$ cat src/rtl/ivc_pkg.sv
// Shared types for the interrupt vector controller.
// Assumes the two highest slots are the reset slot and the
// individually-maskable slot; all others are fully maskable.
package ivc_pkg;

    typedef enum logic [1:0] {
        CLS_RESET    = 2'd0,
        CLS_INDIV    = 2'd1,
        CLS_MASKABLE = 2'd2
    } slot_class_e;

    // Masking class of slot index s in a controller with n slots
    function automatic slot_class_e class_of(input int s, input int n);
        if (s == n - 1)      return CLS_RESET;
        else if (s == n - 2) return CLS_INDIV;
        else                 return CLS_MASKABLE;
    endfunction

endpackage

$ cat src/rtl/ivc_src_merge.sv
// Merges the request sources of each slot into one pending bit.
// Assumes every slot owns SRC_PER_SLOT adjacent source bits.
module ivc_src_merge #(
    parameter int NUM_SLOTS    = 32,
    parameter int SRC_PER_SLOT = 4
) (
    input  logic [NUM_SLOTS*SRC_PER_SLOT-1:0] src_i,
    output logic [NUM_SLOTS-1:0]              pend_o
);

    // One OR-reduction per slot
    for (genvar s = 0; s < NUM_SLOTS; s++) begin : g_slot
        assign pend_o[s] = |src_i[s*SRC_PER_SLOT +: SRC_PER_SLOT];
    end

endmodule

$ cat src/rtl/ivc_mask.sv
// Applies the per-slot masking class to the pending bits.
// Assumes gie_i is the registered global enable of the current cycle.
module ivc_mask
    import ivc_pkg::*;
#(
    parameter int NUM_SLOTS = 32
) (
    input  logic [NUM_SLOTS-1:0] pend_i,
    input  logic [NUM_SLOTS-1:0] en_i,
    input  logic                 gie_i,
    output logic [NUM_SLOTS-1:0] elig_o
);

    // Select the masking rule for each slot from its class
    for (genvar s = 0; s < NUM_SLOTS; s++) begin : g_slot
        localparam slot_class_e CLS = class_of(s, NUM_SLOTS);
        if (CLS == CLS_RESET) begin : g_reset
            logic unused_reset_en;
            assign unused_reset_en = en_i[s];
            assign elig_o[s] = pend_i[s];
        end else if (CLS == CLS_INDIV) begin : g_indiv
            assign elig_o[s] = pend_i[s] & en_i[s];
        end else begin : g_full
            assign elig_o[s] = pend_i[s] & en_i[s] & gie_i;
        end
    end

endmodule

$ cat src/rtl/ivc_prio_enc.sv
// Finds the highest set bit of the eligible vector.
// Assumes NUM_SLOTS fits in SLOT_W bits; idx_o is 0 when none is set.
module ivc_prio_enc #(
    parameter int NUM_SLOTS = 32,
    localparam int SLOT_W   = $clog2(NUM_SLOTS)
) (
    input  logic [NUM_SLOTS-1:0] elig_i,
    output logic                 found_o,
    output logic [SLOT_W-1:0]    idx_o
);

    // Scan upward so the highest eligible index is kept last
    always_comb begin
        found_o = 1'b0;
        idx_o   = '0;
        for (int i = 0; i < NUM_SLOTS; i++) begin
            if (elig_i[i]) begin
                found_o = 1'b1;
                idx_o   = i[SLOT_W-1:0];
            end
        end
    end

endmodule

$ cat src/rtl/ivc_fetch_guard.sv
// Watches instruction fetches for the peripheral region and the
// reset-vector word for the erased (all ones) pattern.
// Assumes one fetch and one reset-vector read per cycle at most.
module ivc_fetch_guard #(
    parameter int ADDR_W     = 16,
    parameter int PERIPH_TOP = 'h01FF
) (
    input  logic              clk,
    input  logic              rst_n,
    input  logic              fetch_valid_i,
    input  logic [ADDR_W-1:0] fetch_addr_i,
    input  logic              rstvec_valid_i,
    input  logic [ADDR_W-1:0] rstvec_data_i,
    output logic              fetch_rst_o,
    output logic              deep_sleep_o
);

    localparam logic [ADDR_W-1:0] TOP_ADDR = ADDR_W'(PERIPH_TOP);

    logic illegal_fetch;
    logic erased_vec;

    assign illegal_fetch = fetch_valid_i && (fetch_addr_i <= TOP_ADDR);
    assign erased_vec    = rstvec_valid_i && (rstvec_data_i == '1);

    // Register a one-cycle reset request per illegal fetch
    always_ff @(posedge clk) begin
        if (!rst_n) fetch_rst_o <= 1'b0;
        else        fetch_rst_o <= illegal_fetch;
    end

    // Hold the deep-sleep flag from the erased vector until reset
    always_ff @(posedge clk) begin
        if (!rst_n)          deep_sleep_o <= 1'b0;
        else if (erased_vec) deep_sleep_o <= 1'b1;
    end

    a_r10_fetch_pulse: assert property (@(posedge clk) disable iff (!rst_n)
        (fetch_valid_i && fetch_addr_i <= TOP_ADDR) |=> fetch_rst_o);

    a_r11_sleep_sticky: assert property (@(posedge clk) disable iff (!rst_n)
        deep_sleep_o |=> deep_sleep_o);

endmodule

$ cat src/rtl/irq_vector_arbiter.sv
// Fixed-priority interrupt vector controller. It merges the sources,
// masks them by class, picks the highest slot and registers the slot and
// its vector address. It owns the global enable and the fetch guard.
// Assumes the vectors fill the top 2*NUM_SLOTS bytes of the address space.
module irq_vector_arbiter #(
    parameter int NUM_SLOTS    = 32,
    parameter int SRC_PER_SLOT = 4,
    parameter int ADDR_W       = 16,
    parameter int PERIPH_TOP   = 'h01FF,
    localparam int SLOT_W      = $clog2(NUM_SLOTS)
) (
    input  logic                             clk,
    input  logic                             rst_n,
    input  logic [NUM_SLOTS*SRC_PER_SLOT-1:0] src_req_i,
    input  logic [NUM_SLOTS-1:0]             slot_en_i,
    input  logic                             gie_set_i,
    input  logic                             gie_clr_i,
    input  logic                             ack_i,
    input  logic                             fetch_valid_i,
    input  logic [ADDR_W-1:0]                fetch_addr_i,
    input  logic                             rstvec_valid_i,
    input  logic [ADDR_W-1:0]                rstvec_data_i,
    output logic                             irq_o,
    output logic [SLOT_W-1:0]                slot_o,
    output logic [ADDR_W-1:0]                vec_addr_o,
    output logic                             gie_o,
    output logic                             fetch_rst_o,
    output logic                             deep_sleep_o
);

    localparam int RESET_SLOT = NUM_SLOTS - 1;
    localparam int INDIV_SLOT = NUM_SLOTS - 2;
    localparam logic [ADDR_W-1:0] VEC_BASE =
        ADDR_W'((1 << ADDR_W) - 2 * NUM_SLOTS);

    logic [NUM_SLOTS-1:0] src_pend;
    logic [NUM_SLOTS-1:0] pend;
    logic [NUM_SLOTS-1:0] elig;
    logic                 win_found;
    logic [SLOT_W-1:0]    win_idx;
    logic [ADDR_W-1:0]    win_addr;

    ivc_src_merge #(
        .NUM_SLOTS    (NUM_SLOTS),
        .SRC_PER_SLOT (SRC_PER_SLOT)
    ) u_merge (
        .src_i  (src_req_i),
        .pend_o (src_pend)
    );

    // Fold the illegal-fetch reset request into the reset slot
    always_comb begin
        pend             = src_pend;
        pend[RESET_SLOT] = src_pend[RESET_SLOT] | fetch_rst_o;
    end

    ivc_mask #(
        .NUM_SLOTS (NUM_SLOTS)
    ) u_mask (
        .pend_i (pend),
        .en_i   (slot_en_i),
        .gie_i  (gie_o),
        .elig_o (elig)
    );

    ivc_prio_enc #(
        .NUM_SLOTS (NUM_SLOTS)
    ) u_enc (
        .elig_i  (elig),
        .found_o (win_found),
        .idx_o   (win_idx)
    );

    ivc_fetch_guard #(
        .ADDR_W     (ADDR_W),
        .PERIPH_TOP (PERIPH_TOP)
    ) u_guard (
        .clk            (clk),
        .rst_n          (rst_n),
        .fetch_valid_i  (fetch_valid_i),
        .fetch_addr_i   (fetch_addr_i),
        .rstvec_valid_i (rstvec_valid_i),
        .rstvec_data_i  (rstvec_data_i),
        .fetch_rst_o    (fetch_rst_o),
        .deep_sleep_o   (deep_sleep_o)
    );

    // Vector word address of the winning slot
    assign win_addr = VEC_BASE + ADDR_W'({win_idx, 1'b0});

    // Global enable: clears win over set
    always_ff @(posedge clk) begin
        if (!rst_n)                  gie_o <= 1'b0;
        else if (gie_clr_i || ack_i) gie_o <= 1'b0;
        else if (gie_set_i)          gie_o <= 1'b1;
    end

    // Register the arbitration result unless the CPU is acknowledging
    always_ff @(posedge clk) begin
        if (!rst_n) begin
            irq_o      <= 1'b0;
            slot_o     <= '0;
            vec_addr_o <= '0;
        end else if (!ack_i) begin
            irq_o      <= win_found;
            slot_o     <= win_found ? win_idx : '0;
            vec_addr_o <= win_found ? win_addr : '0;
        end
    end

    a_r3_addr_tracks_slot: assert property (@(posedge clk) disable iff (!rst_n)
        irq_o |-> vec_addr_o == VEC_BASE + ADDR_W'({slot_o, 1'b0}));

    a_r12_idle_outputs_zero: assert property (@(posedge clk) disable iff (!rst_n)
        !irq_o |-> (slot_o == '0 && vec_addr_o == '0));

    a_r9_ack_freezes_vector: assert property (@(posedge clk) disable iff (!rst_n)
        ack_i |=> ($stable(irq_o) && $stable(slot_o) && $stable(vec_addr_o)));

    a_r8_ack_clears_gie: assert property (@(posedge clk) disable iff (!rst_n)
        ack_i |=> !gie_o);

    a_r4_reset_slot_wins: assert property (@(posedge clk) disable iff (!rst_n)
        (pend[RESET_SLOT] && !ack_i) |=> (irq_o && slot_o == SLOT_W'(RESET_SLOT)));

    a_r5_indiv_needs_enable: assert property (@(posedge clk) disable iff (!rst_n)
        (irq_o && slot_o == SLOT_W'(INDIV_SLOT) && !$past(ack_i))
            |-> $past(slot_en_i[INDIV_SLOT]));

    a_r6_ordinary_needs_gie: assert property (@(posedge clk) disable iff (!rst_n)
        (irq_o && slot_o < SLOT_W'(INDIV_SLOT) && !$past(ack_i)) |-> $past(gie_o));

endmodule

$ cat config.mk
export PLATFORM = sky130hd
export DESIGN_NAME = irq_vector_arbiter
export DESIGN_NICKNAME = d
export VERILOG_FILES = /design/src/rtl/ivc_pkg.sv /design/src/rtl/ivc_src_merge.sv /design/src/rtl/ivc_mask.sv /design/src/rtl/ivc_prio_enc.sv /design/src/rtl/ivc_fetch_guard.sv /design/src/rtl/irq_vector_arbiter.sv
export SDC_FILE = /design/constraint.sdc
export NUM_CORES = 1
export LEC_CHECK = 0
export BUFFER_PORTS_ARGS = -buffer_cell sky130_fd_sc_hd__buf_4
export CAP_MARGIN = 20
export CORE_ASPECT_RATIO = 0.75
export CORE_MARGIN = 5
export CORE_UTILIZATION = 27
export CTS_CLUSTER_DIAMETER = 40
export DETAILED_ROUTE_END_ITERATION = 10
export GPL_ROUTABILITY_DRIVEN = 0
export PLACE_DENSITY = 0.87
export SETUP_SLACK_MARGIN = 0.05
export SLEW_MARGIN = 20
export SYNTH_ARGS = -nofsm -noshare
export SYNTH_HDL_FRONTEND = slang
export SYNTH_SLANG_ARGS = --single-unit
$ cat constraint.sdc
create_clock -name clk -period 1.7 [get_ports clk]
set_input_delay 0.34 -clock clk [delete_from_list [all_inputs] [get_ports clk]]
set_output_delay 0.34 -clock clk [all_outputs]
set_load 0.05 [all_outputs]
Word-level counts from Yosys, hierarchy flattened. Cells that the tools add are included.

Output and inout port bits: 25. Register bits: 25.

Equality and inequality tests: 1. Bitwise gates (word level): 63. Order comparisons: 1. Reductions and logical operators: 36. $add $sub $neg: 1. Multiplexer cells: 65.

Operators with widths (count): $reduce_or 4->1 (32); $mux 5 (17); $and 1x1->1 (61); $mux 1 (33); $mux 4 (8); $eq 16x16->1 const B (1); $le 16x9->1 const B (1); $mux 16 (1); $mux 3 (4); $add 7x7->8 const A (1); $mux 2 (2); $logic_and 1x1->1 (2); $reduce_or 2->1 (1); $logic_or 1x1->1 (1); $not 1->1 (1); $or 1x1->1 (1).

Depth between registers and ports, before layout. Gate-level depths: netlist (run 1).

Word-level depth: 36. Gate-level depth with buffers: 8.

Hierarchy. From an unflattened synthesis (run 1), not the netlist that was laid out.

Cell total of the unflattened synthesis: 189. Area total of the unflattened synthesis: 1348.8 sq um.

By module, submodules not included: irq_vector_arbiter (area an instance 421.7 sq um, cells each 47, times used 1); ivc_prio_enc (area an instance 357.8 sq um, cells each 62, times used 1); ivc_src_merge (area an instance 240.2 sq um, cells each 32, times used 1); ivc_mask (area an instance 226.5 sq um, cells each 35, times used 1); ivc_fetch_guard (area an instance 102.6 sq um, cells each 13, times used 1).

Worst setup path before layout (run 1). OpenSTA, ideal clock, no wires.

Path kind: register -> register. From: register gie_o. To: register slot_o[2]. Cell stages (with the launch flop): 9. Arrival time: 1.911 ns. Path slack: -0.297 ns. Path through: dfxtp_1 -> buf_6 -> buf_2 -> nand2_1 -> o22ai_1 -> nor4_4 -> a41oi_2 -> a21oi_1 -> a211oi_1.

Cells in the longest elaborated chain, start to end: 34.

RTL lines: from (decl) (line irq_vector_arbiter.sv:26) `output logic gie_o,`; from (signal assigned) (line irq_vector_arbiter.sv:93) `if (!rst_n) gie_o <= 1'b0;`; from (signal assigned) (line irq_vector_arbiter.sv:94) `else if (gie_clr_i || ack_i) gie_o <= 1'b0;`; from (signal assigned) (line irq_vector_arbiter.sv:95) `else if (gie_set_i) gie_o <= 1'b1;`; $and 1x1->1 (line ivc_mask.sv:24) `assign elig_o[s] = pend_i[s] & en_i[s] & gie_i;`; $mux 1 (32 in a row) (line ivc_prio_enc.sv:17) `if (elig_i[i]) begin`; $mux 5 (*) (line irq_vector_arbiter.sv:106) `slot_o <= win_found ? win_idx : '0;`; to (signal assigned) (line irq_vector_arbiter.sv:106); to (decl) (line irq_vector_arbiter.sv:24) `output logic [SLOT_W-1:0] slot_o,`.

Mark *: on every way between the ends. The rest lies on a longest branch, timed or not. A chain may end at the register's enable or synchronous reset.

Worst setup path after layout (run 1).
From: input port src_req_i[26]. To: register slot_o[0].

Cells in the longest elaborated chain, start to end: 30.

RTL lines: from (decl) (line irq_vector_arbiter.sv:14) `input logic [NUM_SLOTS*SRC_PER_SLOT-1:0] src_req_i,`; $reduce_or 4->1 (*) (line ivc_src_merge.sv:13) `assign pend_o[s] = |src_i[s*SRC_PER_SLOT +: SRC_PER_SLOT];`; $and 1x1->1 (*) (2 in a row) (line ivc_mask.sv:24); $mux 3 or $mux 1 (tied branches) (2 in a row) (line ivc_prio_enc.sv:17); $mux 4 or $mux 1 (tied branches) (8 in a row) (line ivc_prio_enc.sv:17); $mux 5 or $mux 1 (tied branches) (16 in a row) (line ivc_prio_enc.sv:17); $mux 5 (*) (line irq_vector_arbiter.sv:106).

Marks and branches as above.

==> results of run 1 <==
==> sequential cells by signal (all words and copies together), names as in the netlist <==
signal and flops:
slot_o 4, vec_addr_o 2, gie_o 1, u_guard.deep_sleep_o 1, u_guard.fetch_rst_o 1
==> stage by stage <==
stage               hold slack [ns]  area, µm²  utilization, %  worst slack (ns)
global placement              0.471       3420            63.1            -0.376
floorplan                     0.411       1540               -            -0.107
CTS                           0.253       3580            66.2           -0.0465
detailed placement            0.499       3420            63.1            -0.371
global route                  0.261       3640            67.4            -0.190
finish                        0.256       3640            67.4           -0.0612
==> final timing paths <==
check                            start                   end  slack [ns]  cells after the start
hold reg to reg   u_guard.deep_sleep_o  u_guard.deep_sleep_o        0.54                      2
setup reg to reg                 gie_o             slot_o[0]       -0.03                      7
setup / recovery         src_req_i[26]             slot_o[0]       -0.06                      7
hold / removal               gie_clr_i                 gie_o        0.26                      2
==> logic make-up (layout without fill, tap and decap cells) <==
kind of cell           after synthesis  in the layout  synth area share, %
other                                1              1                0.245
flip-flops                           9              9                 11.8
AO/OA/AOI/OAI                       55             55                 29.5
AND/OR/NAND/NOR                    118            118                 46.3
buffers and inverters               24            264                 12.2
==> area by class of cell <==
type	instances	area [µm²]	share of cell area, %
multi-input combinational	174	1350	37.0
clock buffer	4	45.0	1.24
timing repair buffer	257	1960	53.8
sequential	9	184	5.05
inverter	3	11.3	0.309
tap	75	93.8	2.57
==> layout by cell type (no fill, tap or decap), types with 3 or more instances in the layout <==
cell type and count:
nand2_1 23, nor4_4 7, clkbuf_8 3, o22ai_2 7, o22ai_1 9, nand2_2 7
nor2_1 23, buf_4 253, and2_1 8, a21oi_1 4, or4_1 4, nor4_2 8
inv_1 3, nand4_1 4, dfxtp_1 8, a211oi_1 5, or4_4 3, nor4_1 19
==> routing by layer <==
layer / vias to the layer above / wire length, µm
li1: 1287 / -
met1: 1199 / 2870
met2: 146 / 4380
met3: 20 / 692
met4: 0 / 161
met5: - / 0
==> timing repair <==
item                                    CTS  global route
pin swaps                                10             2
gates resized for setup                  19            12
endpoints found under the setup margin    6             6
==> power by group through the flow <==
| stage | sequential [mW] | combinational, mW | clock [mW] |
|---|---|---|---|
| global route | 0.241 | 0.839 | 0.263 |
| floorplan | 0.276 | 0.276 | 0 |
| global placement | 0.243 | 0.733 | 0 |
| CTS | 0.238 | 0.773 | 0.256 |
| detailed placement | 0.243 | 0.749 | 0 |
| finish | 0.238 | 0.787 | 0.254 |
==> impl_summary.txt, run 1 <==
----------------------------------------------------
[Outcome]
  Violated checks ... negative setup slack
  Run status ... finished with violations

[Final layout]
  Number of fill cells in the layout ... 441
  Diode insertion count for antenna repair ... 0
  Area growth from synthesis to layout ... 138%
  Post-Layout Cell Count ... 522
  Ratio of cells with drive above 1 in the final layout ... 69.4%
  Layout Nets ... 647

[Timing]
  Clock skew after layout ... 0.00493 ns
  Share of the clock period used by the worst path after layout ... 104%
  Finish-stage setup viols ... 4
  Max-slew violations ... 0
  Post-layout min period ... 1.76 ns
  Setup TNS Final ... -0.184 ns
  PnR worst setup slack ... -0.0612 ns
  RSZ-0062 raised after global routing ... true
  Number of endpoints with negative hold slack in the final report ... 0
  F_max ... 0.568 GHz

[Yosys]
  FF+latch count, synth ... 9
  Cell with the most instances after synthesis ... nand2_1
  Synth top area share ... 11.8%
  Total nets after synthesis ... 406
  Flip-flop cell with the highest count after synthesis ... dfxtp_1
  Number of warnings issued by yosys ... 0
  Number of distinct standard cells referenced by the synthesized netlist ... 52
  Synthesized area divided by synthesized cell count ... 7.39 µm²
  EDFF count, synth ... 0
  Commonest cells in the synthesized netlist ... nand2_1 (27), nor4_1 (26), nor2_1 (23)
  Cell type with the highest aggregate area in the netlist ... dfxtp_1
  Share of synthesized registers carrying an async set or reset ... 0%
  Seq/Total Area, Yosys ... 11.8%
  Cells after Synth ... 207
  Cell area after synthesis ... 0.00153 mm²
  Top cells by area in the synthesized netlist ... dfxtp_1 (12%), nor4_1 (11%), buf_4 (8.3%), nand2_1 (6.6%), o22ai_1 (6.1%)

[Floorplan]
  Core footprint ... 0.00541 mm²
  Effective utilization at floorplan ... 28.3%
  Top Ports ... 224
  Number of placement rows ... 23
  DIE HEIGHT ... 75.2 µm
  Chip Width ... 96.9 µm
  Die area ... 0.00728 mm²

[Pwr]
  Leakage power of the design ... 1.71 nW
  PnR Total Power ... 1.28 mW
  Combinational Power Share ... 61.5%
  Relative contribution of sequential cells to total power ... 18.6%
  Peak ir drop on the vdd network ... 189 µV
  Switching share of power ... 35.2%
  Cell Pwr Density ... 351 mW/mm²
  Power spent charging and discharging nets ... 0.450 mW
  Cell internal power dissipation ... 0.829 mW
  Clock power share ... 19.9%

[Worst setup path]
  Arr. time, crit path ... 1.87 ns
  Count of buffer and inverter cells on the critical path ... 1
  Critical path fanouts, max ... 4
  Critical path's largest stage delay ... 0.54 ns
  Class of the most critical setup path ... in2reg
  Data required time at the worst endpoint ... 1.81 ns
  Startpoint types ... input port
  Critical path endpoint category ... register
  Top delay family on crit path ... simple AND/OR/NAND/NOR gates
  CP cell instances ... buf_6 > or4_4 > o2bb2ai_4 > nor4_4 > a41oi_2 > o21ai_1 > a41oi_1
  CP max-delay cell ... or4_4

[Route]
  Detailed-router iteration count before antenna repair ... 4
  Number of design-rule violations left by the first detailed-router iteration ... 46
  Antenna viol nets, final ... 0
  Routed wire per std cell ... 15.5 µm
  Via density ... 5.08
  Total number of vias ... 2652
  Detailed-route DRC error count ... 0
  Final WL ... 8110 µm

[Global route]
  Global routing usage on met1 ... 20.3%
  Largest net degree at the start of global routing ... 16
  Wire length of the first global-routing pass ... 12400 µm
  Global-route usage over all layers ... 20.3%
  Antenna violations before repair ... 0
  Vias in the first global route ... 2860
  Met2 Usage GRT ... 41.3%
  Grt ovf ... 0
  Most congested layer reported by global routing ... met2
  Met3 Usage GRT ... 6.20%

[Min path]
  Class of the tightest hold or removal check ... in2reg

[Job]
  Number of max-capacitance violations reported ... 0

[CTS]
  Clk slew on worst S/H paths ... 0.05 ns
  Cts bufs inserted ... 3
  Number of sinks handled by clock tree synthesis ... 9
  Hold Buf Count CTS ... 0
  Clock tree root driver cell ... clkbuf_8
  Post-CTS Repair Setup Buffers ... 0
  Maximum count of clock buffers along a single path ... 2
  Clock tree from TritonCTS ... built
  Clk_lat worst skew ... 0.24 ns
  Level count of the clock H-tree ... 1

[Placed design]
  Count of input and output buffers ... 212
  Cell count after placement ... 518
  DPL Wire Length ... 6900 µm

----------------------------------------------------
(Power assumes the default switching activity.)
==> run 2, diff against run 1 <==
- PLACE_DENSITY: 0.87 -> default
- PLACE_DENSITY_LB_ADDON: default -> 0.1
==> run 2 against run 1 <==
  * The run still ends with negative setup slack left
  * Non-clock buffer count increased by 4
  * Flip-flop and latch count did not move
  * Worst hold slack about the same
  * Critical endpoint is now slot_o[2]
  * Largest cell class unchanged
  * Largest power group unchanged
==> impl_summary.txt, run 2 (same netlist as run 1, synthesis figures left out) <==
----------------------------------------------------
[Timing]
  Setup TNS Final ... -0.399 ns
  Max-slew violations ... 0
  Number of endpoints with negative hold slack in the final report ... 0
  Share of the clock period used by the worst path after layout ... 106%
  PnR worst setup slack ... -0.109 ns
  Finish-stage setup viols ... 4
  Clock skew after layout ... 0.000315 ns
  RSZ-0062 raised after global routing ... true
  F_max ... 0.553 GHz
  Post-layout min period ... 1.81 ns

[Floorplan]
  Top Ports ... 224
  DIE HEIGHT ... 75.2 µm
  Core footprint ... 0.00541 mm²
  Number of placement rows ... 23
  Die area ... 0.00728 mm²
  Chip Width ... 96.9 µm
  Effective utilization at floorplan ... 28.3%

[Worst setup path]
  Arr. time, crit path ... 1.92 ns
  Critical path fanouts, max ... 4
  Data required time at the worst endpoint ... 1.81 ns
  CP max-delay cell ... or4_4
  Startpoint types ... input port
  CP cell instances ... buf_6 > or4_4 > o2bb2ai_4 > nor4_4 > a41oi_2 > a21oi_2 > a211oi_2
  Class of the most critical setup path ... in2reg
  Critical path's largest stage delay ... 0.54 ns
  Critical path endpoint category ... register

[Global route]
  Largest net degree at the start of global routing ... 22
  Vias in the first global route ... 2779
  Antenna violations before repair ... 0
  Grt ovf ... 0
  Wire length of the first global-routing pass ... 12100 µm
  Global-route usage over all layers ... 19.9%

[Route]
  Via density ... 4.90
  Final WL ... 8110 µm
  Antenna viol nets, final ... 0
  Routed wire per std cell ... 15.4 µm
  Number of design-rule violations left by the first detailed-router iteration ... 37
  Detailed-router iteration count before antenna repair ... 4
  Total number of vias ... 2580
  Detailed-route DRC error count ... 0

[Pwr]
  Power spent charging and discharging nets ... 0.465 mW
  Cell internal power dissipation ... 0.844 mW
  Peak ir drop on the vdd network ... 221 µV
  Leakage power of the design ... 1.78 nW
  Switching share of power ... 35.5%
  Relative contribution of sequential cells to total power ... 18.1%
  PnR Total Power ... 1.31 mW
  Combinational Power Share ... 62.8%
  Cell Pwr Density ... 343 mW/mm²
  Clock power share ... 19.2%

[Final layout]
  Diode insertion count for antenna repair ... 0
  Largest registers in the final layout ... slot_o: 4 flops, vec_addr_o: 2 flops
  Number of fill cells in the layout ... 465
  Ratio of cells with drive above 1 in the final layout ... 72.3%
  Register ranked first by flip-flop count ... slot_o
  Flip-flop count of the largest register, all copies and words added ... 4
  Post-Layout Cell Count ... 526
  Commonest cells after routing, fill and taps aside ... buf_4 (256), nor2_1 (23), nand2_1 (18), nor4_1 (17), nor4_4 (12)
  Non-Filler Cell Area, Final ... 0.00381 mm²
  Area growth from synthesis to layout ... 149%
  Most common library cell in the layout ignoring fill and taps ... buf_4
  Area of all sequential standard cells ... 184 µm²
  Layout Nets ... 651
  Area taken by multi-input logic gates ... 0.00149 mm²

[Outcome]
  Run status ... finished with violations
  Violated checks ... negative setup slack

[CTS]
  Clk_lat worst skew ... 0.23 ns
  Maximum count of clock buffers along a single path ... 2
  Cts bufs inserted ... 3
  Clock tree from TritonCTS ... built
  Clock tree root driver cell ... clkbuf_8
  Number of sinks handled by clock tree synthesis ... 9
  Clk slew on worst S/H paths ... 0.04 ns
  Level count of the clock H-tree ... 1

[Placed design]
  Post-Place Cell Area ... 0.00342 mm²
  Cell count after placement ... 520
  DPL Wire Length ... 6750 µm
  Count of input and output buffers ... 212

[Job]
  Number of max-capacitance violations reported ... 0

[Min path]
  Class of the tightest hold or removal check ... in2reg

----------------------------------------------------
## run 2: cell count changes in the layout (fill, tap and decap cells not counted), moves of 3 or more
| cell | previous run | this run |
|---|---|---|
| buf_4 | 253 | 256 |
| nand2_1 | 23 | 18 |
| nand2_2 | 7 | 10 |
| nor4_2 | 8 | 5 |
| nor4_4 | 7 | 12 |
## run 2: path summary, 6_finish.rpt
kind / from / to / slack (ns) / depth (start not counted)
worst min register to register: u_guard.deep_sleep_o / u_guard.deep_sleep_o / 0.52 / 2
worst min-delay path: gie_clr_i / gie_o / 0.26 / 2
worst max register to register: gie_o / slot_o[2] / -0.05 / 7
worst max-delay path: src_req_i[26] / slot_o[2] / -0.11 / 7
## run 2: power groups by stage
stage          logic [mW]  clock network [mW]  registers, mW
4_1_cts             0.775               0.254          0.237
3_5_place_dp        0.744                   0          0.242
3_3_place_gp        0.732                   0          0.241
6_report            0.821               0.251          0.237
2_1_floorplan       0.276                   0          0.276
5_1_grt             0.874               0.271          0.239
## run 2: metal layers
metal	global-route usage (%)	share of wire, %	vias up
met5	0	0	-
met3	7.22	8.5	4
met2	40.8	56	126
li1	-	-	1292
met4	1.40	0.20	0
met1	20.6	35	1158
## run 2: worst max-delay path: cells and delay by family
family / cells / cell delay [ns]
AND/OR/NAND/NOR: 2 / 0.87
buffers and inverters: 1 / 0.09
AO/OA/AOI/OAI: 4 / 0.61
## run 2: timing repair
action                     CTS  global route
buffers inserted             2             0
hold buffers                 0             0
setup endpoints to repair    5             6
pin swaps                   13            12
resized for setup           22            34
## run 2: stage by stage
step | util [%] | worst slack, ns | hold WS [ns]
after floorplan | - | -0.107 | 0.411
after global placement | 63.2 | -0.334 | 0.460
after detailed placement | 63.2 | -0.375 | 0.504
after CTS | 66.9 | -0.0421 | 0.257
after global routing | 70.4 | -0.155 | 0.248
final | 70.4 | -0.109 | 0.256
## run 2: cell type report
type	count	area share (%)
repair buffers	261	52.1
multi-input cells	174	39.1
flip-flops and latches	9	4.83
well taps	75	2.46
clock buffers	4	1.18
inverters	3	0.295
